===== config.mk =====
export PLATFORM = sky130hd
export DESIGN_NAME = conv_serial_tx
export DESIGN_NICKNAME = d
export VERILOG_FILES = /design/src/rtl/cst_pkg.sv /design/src/rtl/cst_start_sync.sv /design/src/rtl/cst_sclk_gen.sv /design/src/rtl/cst_frame_ctrl.sv /design/src/rtl/conv_serial_tx.sv
export SDC_FILE = /design/constraint.sdc
export NUM_CORES = 1
export LEC_CHECK = 0
export BUFFER_PORTS_ARGS = -buffer_cell sky130_fd_sc_hd__buf_2
export CAP_MARGIN = 20
export CORE_MARGIN = 3
export CORE_UTILIZATION = 45
export CTS_BUF_LIST = sky130_fd_sc_hd__clkbuf_2 sky130_fd_sc_hd__clkbuf_4 sky130_fd_sc_hd__clkbuf_8
export CTS_CLUSTER_DIAMETER = 100
export DETAILED_ROUTE_END_ITERATION = 12
export GPL_ROUTABILITY_DRIVEN = 1
export PLACE_DENSITY = 0.62
export SLEW_MARGIN = 0
export SYNTH_ARGS = -nofsm -noshare
export SYNTH_HDL_FRONTEND = slang
export SYNTH_HIERARCHICAL = 1
export SYNTH_SLANG_ARGS = --single-unit
export TNS_END_PERCENT = 50

===== constraint.sdc =====
create_clock -name clk -period 5.1 [get_ports clk]
set_input_delay 1.02 -clock clk [delete_from_list [all_inputs] [get_ports clk]]
set_output_delay 1.02 -clock clk [all_outputs]
set_load 0.02 [all_outputs]

===== src/rtl/cst_pkg.sv =====
package cst_pkg;

  // Progress of one conversion inside the frame controller
  typedef enum logic [1:0] {
    PH_IDLE  = 2'd0,  // waiting for an accepted start
    PH_SYNC  = 2'd1,  // held, waiting for the first usable rising edge
    PH_WORD  = 2'd2,  // frame low, bits being shifted
    PH_TAIL  = 2'd3   // frame high again, finishing the conversion
  } phase_e;

endpackage


===== src/rtl/cst_start_sync.sv =====
module cst_start_sync #(
  parameter int STAGES = 2
) (
  input  logic clk,
  input  logic rst,
  input  logic async_in,
  output logic rise_o
);

  // STAGES synchronizer flops plus one history flop for edge detection
  logic [STAGES:0] pipe;

  always_ff @(posedge clk) begin
    if (rst) pipe <= '0;
    else     pipe <= {pipe[STAGES-1:0], async_in};
  end

  assign rise_o = pipe[STAGES-1] & ~pipe[STAGES];


  rise_single_chk: assert property (@(posedge clk) disable iff (rst)
    rise_o |=> !rise_o);

endmodule


===== src/rtl/cst_sclk_gen.sv =====
module cst_sclk_gen #(
  parameter int DIV = 8
) (
  input  logic clk,
  input  logic rst,
  input  logic park,
  output logic tick_o,
  output logic sclk_o
);

  localparam int CW = $clog2(DIV);
  localparam logic [CW-1:0] LAST = CW'(DIV - 1);
  localparam logic [CW-1:0] PARK = CW'(DIV - 2);
  localparam logic [CW-1:0] HALF = CW'(DIV / 2);

  logic [CW-1:0] cnt, cnt_nxt;

  always_comb begin
    if (park)              cnt_nxt = PARK;
    else if (cnt == LAST)  cnt_nxt = '0;
    else                   cnt_nxt = cnt + 1'b1;
  end

  always_ff @(posedge clk) begin
    if (rst) begin
      cnt    <= PARK;
      sclk_o <= 1'b0;
    end else begin
      cnt    <= cnt_nxt;
      sclk_o <= (cnt_nxt < HALF);
    end
  end

  // the serial clock rises on the next edge exactly when this is high
  assign tick_o = (cnt == LAST);


  rise_after_wrap_chk: assert property (@(posedge clk) disable iff (rst)
    $rose(sclk_o) |-> $past(tick_o));

endmodule


===== src/rtl/cst_frame_ctrl.sv =====
module cst_frame_ctrl #(
  parameter int RES_W      = 12,
  parameter int WORD_W     = 16,
  parameter int CONV_EDGES = 19
) (
  input  logic             clk,
  input  logic             rst,
  input  logic             start,
  input  logic             tick,
  input  logic             free_run,
  input  logic [RES_W-1:0] res_in,
  output logic             busy_o,
  output logic             frame_n_o,
  output logic             sdat_o,
  output logic             sclk_oe_o,
  output logic             hold_o,
  output logic             done_o
);
  import cst_pkg::*;

  localparam int LEAD = WORD_W - RES_W;
  localparam int EW   = $clog2(CONV_EDGES + 1);
  localparam logic [EW-1:0] FRAME_END = EW'(WORD_W + 1);
  localparam logic [EW-1:0] CONV_END  = EW'(CONV_EDGES);

  phase_e             phase;
  logic [EW-1:0]      edges;
  logic [EW-1:0]      edges_inc;
  logic [WORD_W-1:0]  word_q;

  assign edges_inc = edges + 1'b1;
  assign busy_o    = (phase != PH_IDLE);

  always_ff @(posedge clk) begin
    if (rst) begin
      phase     <= PH_IDLE;
      edges     <= '0;
      word_q    <= '0;
      frame_n_o <= 1'b1;
      sdat_o    <= 1'b0;
      sclk_oe_o <= 1'b0;
      hold_o    <= 1'b0;
      done_o    <= 1'b0;
    end else begin
      done_o <= 1'b0;
      if (frame_n_o) sclk_oe_o <= free_run;
      case (phase)
        PH_IDLE: if (start) begin
          phase  <= PH_SYNC;
          hold_o <= 1'b1;
          edges  <= '0;
          word_q <= {{LEAD{1'b0}}, res_in};
        end
        PH_SYNC: if (tick) begin
          phase     <= PH_WORD;
          edges     <= edges_inc;
          frame_n_o <= 1'b0;
          sclk_oe_o <= 1'b1;
          sdat_o    <= word_q[WORD_W-1];
          word_q    <= {word_q[WORD_W-2:0], 1'b0};
        end
        PH_WORD: if (tick) begin
          edges <= edges_inc;
          if (edges_inc == FRAME_END) begin
            phase     <= PH_TAIL;
            frame_n_o <= 1'b1;
            sdat_o    <= 1'b0;
            sclk_oe_o <= free_run;
          end else begin
            sdat_o <= word_q[WORD_W-1];
            word_q <= {word_q[WORD_W-2:0], 1'b0};
          end
        end
        PH_TAIL: if (tick) begin
          edges <= edges_inc;
          if (edges_inc == CONV_END) begin
            phase  <= PH_IDLE;
            hold_o <= 1'b0;
            done_o <= 1'b1;
          end
        end
        default: phase <= PH_IDLE;
      endcase
    end
  end


  frame_in_hold_chk: assert property (@(posedge clk) disable iff (rst)
    !frame_n_o |-> hold_o);


  done_pulse_chk: assert property (@(posedge clk) disable iff (rst)
    done_o |=> !done_o);


  done_release_chk: assert property (@(posedge clk) disable iff (rst)
    done_o |-> (!hold_o && frame_n_o));


  restart_ignored_chk: assert property (@(posedge clk) disable iff (rst)
    (start && phase == PH_WORD) |=> hold_o);

endmodule


===== src/rtl/conv_serial_tx.sv =====
module conv_serial_tx #(
  parameter int RES_W       = 12,
  parameter int WORD_W      = 16,
  parameter int CONV_EDGES  = 19,
  parameter int CLK_DIV     = 8,
  parameter int SYNC_STAGES = 2
) (
  input  logic             clk,
  input  logic             rst,
  input  logic             cnv_start_in,
  input  logic             free_run,
  input  logic [RES_W-1:0] res_in,
  output logic             sclk_o,
  output logic             sclk_oe_o,
  output logic             frame_n_o,
  output logic             sdat_o,
  output logic             hold_o,
  output logic             done_o
);

  logic start_rise;
  logic tick;
  logic busy;
  logic park;

  // gated mode: divider sits parked until a start is accepted
  assign park = ~free_run & ~busy & ~start_rise;

  cst_start_sync #(.STAGES(SYNC_STAGES)) u_sync (
    .clk      (clk),
    .rst      (rst),
    .async_in (cnv_start_in),
    .rise_o   (start_rise)
  );

  cst_sclk_gen #(.DIV(CLK_DIV)) u_sclk (
    .clk    (clk),
    .rst    (rst),
    .park   (park),
    .tick_o (tick),
    .sclk_o (sclk_o)
  );

  cst_frame_ctrl #(
    .RES_W      (RES_W),
    .WORD_W     (WORD_W),
    .CONV_EDGES (CONV_EDGES)
  ) u_frame (
    .clk       (clk),
    .rst       (rst),
    .start     (start_rise),
    .tick      (tick),
    .free_run  (free_run),
    .res_in    (res_in),
    .busy_o    (busy),
    .frame_n_o (frame_n_o),
    .sdat_o    (sdat_o),
    .sclk_oe_o (sclk_oe_o),
    .hold_o    (hold_o),
    .done_o    (done_o)
  );


  frame_on_rise_chk: assert property (@(posedge clk) disable iff (rst)
    $fell(frame_n_o) |-> sclk_o);


  clock_driven_in_frame_chk: assert property (@(posedge clk) disable iff (rst)
    !frame_n_o |-> sclk_oe_o);

endmodule


==> metrics.cfg, run 1 <==
[placed_design]
dp_cells = 247
io_buffers = 21
place_congestion = 0.750
dp_hpwl_mm = 2.31
pre_cts_slack_ns = 2.85

[finish]
areaGrowthSynthToFinish_pct = 11.0
fin_util_pct = 53.4
fin_nets = 232
drive_gt1_share_pct = 26.6
layout.cells.non_filler = 255
n_antenna_cell = 0
layout_commonest_cell = dfxtp_1
layout_common_cells = dfxtp_1, buf_2, nor2_1

[clock_network]
post_cts_resized = 0
cts_setup_buffers = 0
numCtsBuffers = 5
cts_tree = yes
holdBufCountCts = 0
cts_sinks = 35
root_buffer = clkbuf_8
clkSlewWorstSetupHoldPaths_ns = 0.07
worstSkewPairLatency_ns = 0.29
clock_path_buffers = 2
h-tree-depth = 2

[worst_setup_path]
critical_path_class = reg -> reg
startpoint_type = flip-flop
reg2reg_from = u_sclk/cnt[0]
worstSetupEndpointType = flip-flop
critPathLaunch = u_sclk/cnt[0]
crit_arrival_ns = 2.39
crit_required_ns = 5.24
worstPathMaxFanout = 27
reg2reg_depth = 8

[grt]
met2_usage_pct = 21.1
grt_max_degree = 36
grt_pass1_wl_mm = 5.75
grtUsageTotal_pct = 14.8
grt_overflow_total = 0
grt_util_met3_pct = 5.80
grt.busiest_layer = met2
use_met1_pct = 20.0
antenna_found_initial = 0
grt_pass1_vias = 1248

[sta]
rsz0062_at_grt = false
worst_pin_slew_ns = 0.836
setup_viol = 0
max_freq_ghz = 0.446
hold_viol = 0
min_period_over_period_pct = 43.9
fin_ws_ns = 2.86
fin_crit_ns = 2.24
maxSlewViolCount = 0
fin_skew_ns = 0.00517
max_slew_margin_pct = 44.3
finalSetupTns_ns = 0

[synth]
synthFlopType = dfxtp_1
yosysSeqAreaShare_pct = 38.7
yosysWarnings = 6
ys_ff_latch = 35
synthCells = 187
ys_types = 47
syn_area_sq_um = 1810
yosysTopAreaCell = dfxtp_1
synth_edf_count = 0
async_flop_share_pct = 0
ys_top_cells_by_area = dfxtp_1, a211oi_2, ha_1
avgSynthCellArea_sq_um = 9.69
synth_top_area_share_pct = 38.7
synthesis.nets = 213

[floorplanning]
ios = 22
die_y_um = 69.5
start_util_pct = 48.0
die_x_um = 69.5
core_sq_um = 3770
die_area_sq_um = 4820
row_count = 22

[hold_path]
min-delay-start = u_sclk/cnt[0]
whs_path_depth = 1
hold_class = reg -> reg

[routing]
vias = 1356
drt-initial-drc-count = 70
first_pass_iters = 4
routed_via_density = 5.32
wire_per_inst_um = 12.9
drc = 0
detail-route-antenna-nets = 0
drt_wl_total_mm = 3.29

[power_and_ir_drop]
power_uw = 1060
p_per_area_nw_per_um2 = 527
ir_worst_vdd_uv = 267
leakagePower_uw = 0.000771

[job]
cap_violations = 0

[run_status]
status = completed

==> metrics by stage <==
step                hold slack, ns  area [sq um]
global route                 0.462          2010
CTS                          0.434          2010
finish                       0.432          2010
floorplan                    0.398          1810
detailed placement           0.424          1920
global placement             0.405          1920
==> routing by layer <==
| layer | up-vias | wire length, um |
|---|---|---|
| met5 | - | 0 |
| met4 | 0 | 48 |
| met3 | 6 | 159 |
| met2 | 26 | 1480 |
| met1 | 624 | 1610 |
| li1 | 700 | - |
==> cell type report <==
| cell class | count | area, sq um |
|---|---|---|
| multi-input combinational | 134 | 1020 |
| tap | 48 | 60.1 |
| fill | 344 | 1760 |
| timing repair buffer | 21 | 105 |
| clock inverter | 2 | 12.5 |
| clock buffer | 6 | 76.3 |
| sequential | 35 | 701 |
| inverter | 9 | 33.8 |
==> state kept, by name, summed over array words and instances, names as in the netlist <==
name,count
u_frame/phase,2
u_frame/sdat_o,1
u_frame/word_q,16
u_frame/frame_n_o,1
u_sclk/cnt,3
u_sync/pipe,3
u_frame/done_o,1
u_frame/sclk_oe_o,1
u_sclk/sclk_o,1
u_frame/hold_o,1
u_frame/edges,5
==> cells in the mapped netlist (all sizes together) (2+ instances only) <==
cell type,count
nand3,12
or3,2
a21oi,14
o21bai,2
nor2,22
nand2b,3
mux2i,12
a211oi,12
buf,6
dfxtp,35
ha,10
nor2b,7
inv,9
clkbuf,3
a21o,2
nand2,8
o21ai,8
nor3,4
and2,2
==> report_power, final <==
| group | internal [uW] | switching (uW) | leakage (uW) |
|---|---|---|---|
| sequential | 341 | 38.3 | 0.000286 |
| clock | 101 | 96.1 | 0.0000446 |
| combinational | 190 | 294 | 0.000440 |
| total | 632 | 428 | 0.000771 |
==> worst max-delay path, stage by stage, from the launching register on <==
cell and delay, ns:
dfxtp_1 0.32, ha_1 0.21, ha_1 0.41, nor2b_1 0.25, nor2_1 0.08, o21ai_2 0.31, nand2_4 0.26, nor2_1 0.21
a211oi_2 0.06
==> final timing paths <==
kind	slack (ns)	to
max	2.86	u_frame/word_q[2]
min reg2reg	0.43	u_sclk/cnt[0]
max reg2reg	2.86	u_frame/word_q[2]
min	0.43	u_sclk/cnt[0]
==> cells by family (layout without fill, tap and decap cells) <==
family,after synthesis,in the layout,synth area share [%]
flops,35,35,38.7
simple gates,66,66,20.9
mux,13,13,7.25
compound gates,45,45,21.4
buf+inv,18,38,4.83
fa+ha+maj,10,10,6.91
Power figures use the tool's default switching activity.
==> run 2, diff against run 1 <==
==> constraint.sdc (replaced) <==
create_clock -name clk -period 2.2 [get_ports clk]
set_input_delay 0.44 -clock clk [delete_from_list [all_inputs] [get_ports clk]]
set_output_delay 0.44 -clock clk [all_outputs]
set_load 0.02 [all_outputs]
==> run 2 against run 1 <==
Final cell count up 1.6%. First-iteration DRC count increased by 4.3%. Worst setup slack got worse by 2.6 ns. Flip-flop and latch count is the same. Sequential share of layout area is 0.93 points lower. Largest cell class unchanged. Register-to-register slack worse by 2.6 ns.
==> metrics.cfg, run 2 (same netlist as run 1, synthesis figures left out) <==
[floorplanning]
ios = 22  ; unchanged
start_util_pct = 48.0  ; unchanged
die_area_sq_um = 4820  ; unchanged
row_count = 22  ; unchanged
die_y_um = 69.5  ; unchanged
core_sq_um = 3770  ; unchanged
die_x_um = 69.5  ; unchanged

[worst_setup_path]
startpoint_type = flip-flop
crit_required_ns = 2.41  ; -2.83 ns
cpPeakStageDelay_ns = 0.39  ; -0.02 ns
reg2reg_from = u_frame/phase[0]
reg2reg_depth = 8  ; unchanged
crit_arrival_ns = 2.19  ; -0.20 ns
worstPathMaxFanout = 27  ; unchanged
r2r_setup_slack_ns = 0.22  ; -2.63 ns
crit_chain = inv_1 > ha_1 > nor2b_4 > nor2_2 > o2111ai_4 > nand2_4 > nor2_1 > a211oi_2
worst-path-buf-inv = 1  ; +1
critical_path_class = reg -> reg
cp_slowest_cell = dfxtp_1
worstReg2RegEnd = u_frame/word_q[1]
worstSetupEndpointType = flip-flop
critPathTopFamily = simple AND/OR/NAND/NOR gates

[sta]
fin_crit_ns = 1.98  ; -0.265 ns
hold_viol = 0  ; unchanged
setup_viol = 0  ; unchanged
max_slew_margin_pct = 76.8  ; +32 points
maxSlewViolCount = 0  ; unchanged
min_period_over_period_pct = 89.8  ; +46 points
rsz0062_at_grt = false
fin_skew_ns = 0.00443  ; -0.000738 ns
finalSetupTns_ns = 0  ; unchanged
max_freq_ghz = 0.506  ; +13%
worst_pin_slew_ns = 0.345  ; -0.490 ns

[routing]
drc = 0  ; unchanged
wire_per_inst_um = 13.5  ; +4.4%
drt-initial-drc-count = 73  ; +4.3%
vias = 1366  ; +0.74%
drt_wl_total_mm = 3.49  ; +6.1%
detail-route-antenna-nets = 0  ; unchanged
routed_via_density = 5.27  ; -0.82%
first_pass_iters = 4  ; unchanged

[finish]
areaGrowthSynthToFinish_pct = 14.1
layout.cells.non_filler = 259  ; +1.6%
n_antenna_cell = 0  ; unchanged
layout_commonest_cell = dfxtp_1
largest_register = u_frame/word_q
fin_util_pct = 54.8  ; +1.5 points
top_regs = u_frame/word_q (16), u_frame/edges (5)
largest_register_ffs = 16  ; unchanged
layout_common_cells = dfxtp_1, buf_2, nor2_1
fin_nets = 237  ; +2.2%
drive_gt1_share_pct = 28.0  ; +1.4 points

[grt]
grt_pass1_vias = 1340  ; +7.4%
grt_max_degree = 28  ; -22%
antenna_found_initial = 0  ; unchanged
grtUsageTotal_pct = 15.7  ; +0.97 points
grt_pass1_wl_mm = 6.11  ; +6.2%
grt_overflow_total = 0  ; unchanged

[clock_network]
clock_path_buffers = 2  ; unchanged
worstSkewPairLatency_ns = 0.29  ; about the same
clkSlewWorstSetupHoldPaths_ns = 0.07  ; about the same
cts_sinks = 35  ; unchanged
cts_setup_buffers = 0  ; unchanged
h-tree-depth = 2  ; unchanged
holdBufCountCts = 0  ; unchanged
numCtsBuffers = 5  ; unchanged
cts_tree = yes
post_cts_resized = 0  ; unchanged
root_buffer = clkbuf_8

[placed_design]
dp_hpwl_mm = 2.53  ; +9.1%
dp_cells = 252  ; +2.0%
place_congestion = 0.778  ; +3.7%
io_buffers = 21  ; unchanged

[job]
cap_violations = 0  ; unchanged

[run_status]
status = completed

[hold_path]
min-delay-start = cnv_start_in
worstHoldEndpoint = u_sync/pipe[0]
whs_path_depth = 2  ; +1
hold_class = in -> reg

[power_and_ir_drop]
leakagePower_uw = 0.000805  ; +4.4%
ir_worst_vdd_uv = 724  ; +170%
p_per_area_nw_per_um2 = 1260  ; +140%

## run 2: area by class of cell
cell class	count	area, sq um
timing repair buffer	26	143
sequential	35	701
multi-input combinational	134	1020
clock buffer	6	76.3
tap	48	60.1
clock inverter	1	30.0
fill	329	1700
inverter	9	33.8
## run 2: where the power goes
| part | internal (uW) | switching, uW | total (uW) |
|---|---|---|---|
| clock | 344 | 217 | 561 |
| combinational | 478 | 696 | 1170 |
| sequential | 790 | 87.1 | 877 |
| total | 1610 | 1000 | 2610 |
## run 2: how the worst max path moves through the flow
stage | startpoint | endpoint | slack, ns | depth (start not counted)
2_1_floorplan | u_frame/phase[0] | u_frame/word_q[10] | 0.40 | 10
3_3_place_gp | u_frame/phase[0] | u_frame/word_q[4] | 0.31 | 8
3_5_place_dp | u_frame/phase[1] | u_frame/word_q[4] | 0.23 | 8
4_1_cts | u_frame/phase[0] | u_frame/word_q[4] | 0.22 | 8
5_1_grt | u_frame/phase[1] | u_frame/word_q[1] | 0.04 | 8
6_report | u_frame/phase[0] | u_frame/word_q[1] | 0.22 | 8
## run 2: through the flow
step	hold WS (ns)	worst slack (ns)	cell area [sq um]	power, uW
after global placement	0.408	0.307	1960	2020
after CTS	0.357	0.217	2070	2640
after floorplan	0.398	0.396	1810	1880
after detailed placement	0.438	0.229	1960	2070
after global routing	0.411	0.0438	2070	2820
final	0.365	0.224	2070	2610
## run 2: worst reg2reg max path: cells and delay by family (launching register included)
family / cells / cell delay [ns]
simple gates: 4 / 0.78
flops: 1 / 0.39
fa+ha+maj: 1 / 0.23
compound gates: 2 / 0.41
buf+inv: 1 / 0.10
## run 2: layer usage
layer	vias up	share of wire [%]	track usage (%)
met1	636	48	20.2
met5	-	0	0
met4	0	1.8	6.51
met2	19	47	24.3
met3	5	3.5	5.07
li1	706	-	-
